### src/rtl/phy_ctl_pkg.sv
package phy_ctl_pkg;
  localparam int unsigned BUS_W   = 32;
  localparam int unsigned HALF_W  = BUS_W / 2;
  localparam int unsigned NUM_CTL = 3;
  localparam int unsigned LANES   = 4;
  localparam int unsigned TST_W   = 8;
  localparam int unsigned IDX_LANE = 0;
  localparam int unsigned IDX_TURN = 1;
  localparam int unsigned IDX_TEST = 2;
  localparam int unsigned IDX_STAT = 3;
  typedef logic [HALF_W-1:0] half_t;
endpackage

### src/rtl/phy_ctl_masked_reg.sv
module phy_ctl_masked_reg
  import phy_ctl_pkg::*;
(
  input  logic  clk,
  input  logic  rst,
  input  logic  we,
  input  half_t val,
  input  half_t msk,
  output half_t q
);
  half_t q_r;

  always_ff @(posedge clk) begin
    if (rst)     q_r <= '0;
    else if (we) q_r <= (q_r & ~msk) | (val & msk);
  end

  assign q = q_r;
endmodule

### src/rtl/phy_ctl_decode.sv
module phy_ctl_decode
  import phy_ctl_pkg::*;
#(
  parameter int unsigned ADDR_W = 4
) (
  input  logic              wr_en,
  input  logic              rd_en,
  input  logic [ADDR_W-1:0] addr,
  output logic [NUM_CTL-1:0] wsel,
  output logic [NUM_CTL:0]   rsel,
  output logic               bad
);
  logic [NUM_CTL:0] hit;

  genvar g;
  generate
    for (g = 0; g <= NUM_CTL; g++) begin : g_hit
      assign hit[g] = (addr == ADDR_W'(g));
    end
  endgenerate

  always_comb begin
    wsel = wr_en ? hit[NUM_CTL-1:0] : '0;
    rsel = rd_en ? hit : '0;
    bad  = (wr_en && (hit[NUM_CTL-1:0] == '0)) || (rd_en && (hit == '0));
  end
endmodule

### src/rtl/phy_ctl_regbank.sv
module phy_ctl_regbank
  import phy_ctl_pkg::*;
#(
  parameter int unsigned ADDR_W = 4
) (
  input  logic              clk,
  input  logic              rst,
  input  logic              wr_en,
  input  logic              rd_en,
  input  logic [ADDR_W-1:0] addr,
  input  logic [31:0]       wdata,
  output logic [31:0]       rdata,
  output logic              acc_err,
  output logic [3:0]        lane_en,
  output logic [3:0]        force_rx,
  output logic [3:0]        force_stop,
  output logic [3:0]        turn_dis,
  output logic [3:0]        turn_req,
  output logic              rx0_clk_inv,
  output logic              rx1_clk_inv,
  output logic [7:0]        tst_din,
  output logic              tst_en,
  output logic              tst_clk,
  output logic              tst_clr,
  input  logic [7:0]        tst_dout
);
  logic [NUM_CTL-1:0] wsel;
  logic [NUM_CTL:0]   rsel;
  logic               bad;
  half_t              store [NUM_CTL];
  half_t              rd_mux;
  logic [BUS_W-1:0]   rdata_r;
  logic               err_r;

  phy_ctl_decode #(.ADDR_W(ADDR_W)) u_dec (
    .wr_en(wr_en), .rd_en(rd_en), .addr(addr),
    .wsel(wsel), .rsel(rsel), .bad(bad)
  );

  genvar g;
  generate
    for (g = 0; g < NUM_CTL; g++) begin : g_reg
      phy_ctl_masked_reg u_reg (
        .clk(clk), .rst(rst), .we(wsel[g]),
        .val(wdata[HALF_W-1:0]), .msk(wdata[BUS_W-1:HALF_W]),
        .q(store[g])
      );
    end
  endgenerate

  always_comb begin
    rd_mux = '0;
    for (int r = 0; r < NUM_CTL; r++)
      if (rsel[r]) rd_mux = store[r];
    if (rsel[IDX_STAT]) rd_mux = {{(HALF_W-TST_W){1'b0}}, tst_dout};
  end

  always_ff @(posedge clk) begin
    if (rst) begin
      rdata_r <= '0;
      err_r   <= 1'b0;
    end else begin
      rdata_r <= rd_en ? {{HALF_W{1'b0}}, rd_mux} : '0;
      err_r   <= bad;
    end
  end

  assign rdata   = rdata_r;
  assign acc_err = err_r;

  assign lane_en     = store[IDX_LANE][3:0];
  assign force_rx    = store[IDX_LANE][7:4];
  assign force_stop  = store[IDX_LANE][11:8];
  assign turn_dis    = store[IDX_LANE][15:12];
  assign turn_req    = store[IDX_TURN][3:0];
  assign rx0_clk_inv = store[IDX_TURN][10];
  assign rx1_clk_inv = store[IDX_TURN][11];
  assign tst_din     = store[IDX_TEST][7:0];
  assign tst_en      = store[IDX_TEST][8];
  assign tst_clk     = store[IDX_TEST][9];
  assign tst_clr     = store[IDX_TEST][10];
endmodule

### config.mk
export PLATFORM = sky130hd
export DESIGN_NAME = phy_ctl_regbank
export DESIGN_NICKNAME = d
export VERILOG_FILES = /design/src/rtl/phy_ctl_pkg.sv /design/src/rtl/phy_ctl_masked_reg.sv /design/src/rtl/phy_ctl_decode.sv /design/src/rtl/phy_ctl_regbank.sv
export SDC_FILE = /design/constraint.sdc
export NUM_CORES = 1
export LEC_CHECK = 0
export CAP_MARGIN = 20
export CELL_PAD_IN_SITES_DETAIL_PLACEMENT = 1
export CELL_PAD_IN_SITES_GLOBAL_PLACEMENT = 1
export CORE_UTILIZATION = 30
export DETAILED_ROUTE_END_ITERATION = 16
export DONT_BUFFER_PORTS = 1
export GPL_TIMING_DRIVEN = 0
export PLACE_DENSITY = 0.66
export SLEW_MARGIN = 20
export SYNTH_ARGS = -nofsm -noshare
export SYNTH_HDL_FRONTEND = slang
export SYNTH_SLANG_ARGS = --single-unit
export TNS_END_PERCENT = 30
### constraint.sdc
create_clock -name clk -period 4.4 [get_ports clk]
set_input_delay 1.1 -clock clk [delete_from_list [all_inputs] [get_ports clk]]
set_output_delay 1.1 -clock clk [all_outputs]
set_load 0.01 [all_outputs]
==> metrics <==
outcome=finished, final reports clean; number of hold buffers added after CTS=0; start-to-end type of the worst setup path=in -> reg; synthesized instance count=346; final-layout worst hold slack=486 ps; Fmax achieved=434 MHz; DR top layer=met4; Routed met2 length=4860 um; Synth async-reset ratio=0%; ratio of routed vias to standard cells=4.96; count of unique library cells instantiated by Yosys=22; compound-cell area share of the yosys netlist=2.47%; worst-case headroom to the max-slew limit=57.3%; WL met3=887 um; number of design rule violations left after detail routing=0; number of iterations in the first detailed-routing pass=4; Clock Sink Count=65; part of the Yosys area used for sequential elements=39.5%; mapped cell area=0.00330 mm^2; area after detailed placement=0.00352 mm^2; minimum clock period after layout=2310 ps; global-route wire length before repair=15500 um; largest family of logic cells by synthesized area=simple AND/OR/NAND/NOR gates; GRT overflow=0; CTS resizes=0; # H-tree levels=3; Slew @ Worst Pin=641 ps; crit end category=register; die width=107 um; average wire per standard cell=19.7 um; CP top delay family=simple AND/OR/NAND/NOR gates; top-level port count=114; clk_lat worst skew=340 ps; min-delay worst type=reg -> reg; number of enable flip-flop cells after synthesis=0; number of clock buffers inserted by TritonCTS=9; vias in the first global route=2692; total track usage=18.5%; final standard cell area without fillers=0.00375 mm^2; Layout area overhead=13.8%; peak supply drop=0.151 mV; post-synthesis adder-cell area fraction=0%; Tcrit/Tclk final=52.4%; max-cap viol count=0; Post-Synthesis Mean Instance Area=9.53 um^2; TritonCTS clock tree=built; remaining antenna violation count=0; number of buffer and inverter stages on the critical path=1; number of buffers inserted by port buffering=0; Largest stage delay, worst path=570 ps; Root Driver=sky130_fd_sc_hd__clkbuf_8; Post CTS Setup Buffer Count=0; Yosys warning total=0; Post-Route Skew=6.58 ps; number of standard cells in the final layout excluding fillers=513; Std-Cell Core Area=0.0105 mm^2; most frequent cells in the layout=sky130_fd_sc_hd__nand2b_1 (65), sky130_fd_sc_hd__dfxtp_1 (65), sky130_fd_sc_hd__nand3_1 (49), sky130_fd_sc_hd__mux2i_1 (48), sky130_fd_sc_hd__buf_4 (29); final hold vios=0; fraction of final layout cells with drive strength greater than 1=17.5%; worst-case clock buffer depth=2; synthesized-area fraction occupied by and/or/nand/nor cells=27.9%; critical path cell sequence=buf_2 -> nor4b_4 -> nand2_1 -> nor3_1; peak fanout along the critical path=10; number of rows in the core area=37; Max stage delay cell, worst path=sky130_fd_sc_hd__nor4b_4; critical path launch point type=primary input; RSZ-0062 raised after global routing=no; synthesis-stage register bit count=65; summed negative setup slack over all endpoints=0 ps; Post-layout nets=420; cell area power density=347 mW/mm^2; clock transition at the register clock pins on the worst setup and hold paths after CTS=70 ps; Final setup violation count=0; Iteration-0 DRC Markers=85; data arrival time of the critical path=2560 ps; main flop type after synthesis=sky130_fd_sc_hd__dfxtp_1; Worst EP required=4650 ps; antenna violations before repair=0; pin count of the biggest net entering global routing=12; cell count after placement=497; max-slew violation total from the final report=0; sum of net half-perimeters after detailed placement=7320 um; Initial Utilization=31.4%; XOR/XNOR share of the synthesized area=0%; die footprint=0.0114 mm^2; mux share of post-synthesis cell area=20.0%; antenna diode instance count=0; detailed-route wire length on metal 1=4200 um; Final Core Density=35.7%; drt total wl=10100 um; weighted congestion at the end of routability-driven global placement=0.780; via total after detailed routing=2546; die height=107 um; leakage power=0.00166 uW
## path summary, 6_finish.rpt
path	from	to	slack, ps	depth (start not counted)
hold / removal	register	register	490	2
setup reg to reg	register	rdata[7]	3300	2
hold reg to reg	register	register	490	2
setup / recovery	addr[2]	rdata[8]	2090	4
## layer usage
metal / up-vias / GRT usage (%)
li1: 1198 / -
met1: 1242 / 22.2
met2: 95 / 31.4
met3: 11 / 6.26
met4: 0 / 4.99
met5: - / 0
## worst min-delay path, delay by kind of cell (launching register included)
kind,cells,cell delay (ps)
flops,1,310
simple gates,1,60
mux,1,60
## through the flow
step / worst slack [ps] / total power, uW
final: 2090 / 1300
after CTS: 1990 / 1320
after global placement: 1640 / 729
after global routing: 1940 / 1350
after detailed placement: 1620 / 730
after floorplan: 2100 / 699
## power breakdown
| part | leakage [uW] | switching [uW] | internal, uW |
|---|---|---|---|
| registers | 0.000524 | 5.06 | 593 |
| clock network | 0.000115 | 237 | 348 |
| logic | 0.00102 | 68.7 | 49.0 |
| total | 0.00166 | 311 | 990 |
## cell families after synthesis
| kind of cell | Yosys count |
|---|---|
| AO/OA/AOI/OAI | 10 |
| buffers and inverters | 54 |
| flip-flops | 65 |
| multiplexers | 56 |
| other | 1 |
| AND/OR/NAND/NOR | 160 |
## final cells by class
| class | instances | area [um^2] |
|---|---|---|
| fillers | 1228 | 6760 |
| multi-input cells | 242 | 1720 |
| flip-flops and latches | 65 | 1300 |
| plain buffers | 54 | 330 |
| well taps | 136 | 170 |
| clock buffers | 11 | 151 |
| clock inverters | 5 | 77.6 |
## cells in the mapped netlist, drive strengths merged (2+ instances only)
| cell | count | area share [%] |
|---|---|---|
| nand2b | 65 | 12 |
| nor2b | 2 | 0.38 |
| nor2 | 9 | 1.0 |
| or3 | 6 | 1.1 |
| and2 | 8 | 1.5 |
| buf | 39 | 8.3 |
| nor3 | 16 | 2.4 |
| mux4 | 8 | 5.5 |
| dfxtp | 65 | 39 |
| nand3 | 49 | 7.4 |
| mux2i | 48 | 15 |
| a2bb2oi | 8 | 2.1 |
| clkbuf | 15 | 1.7 |
| nand2 | 2 | 0.23 |
Power figures use the tool's default switching activity.
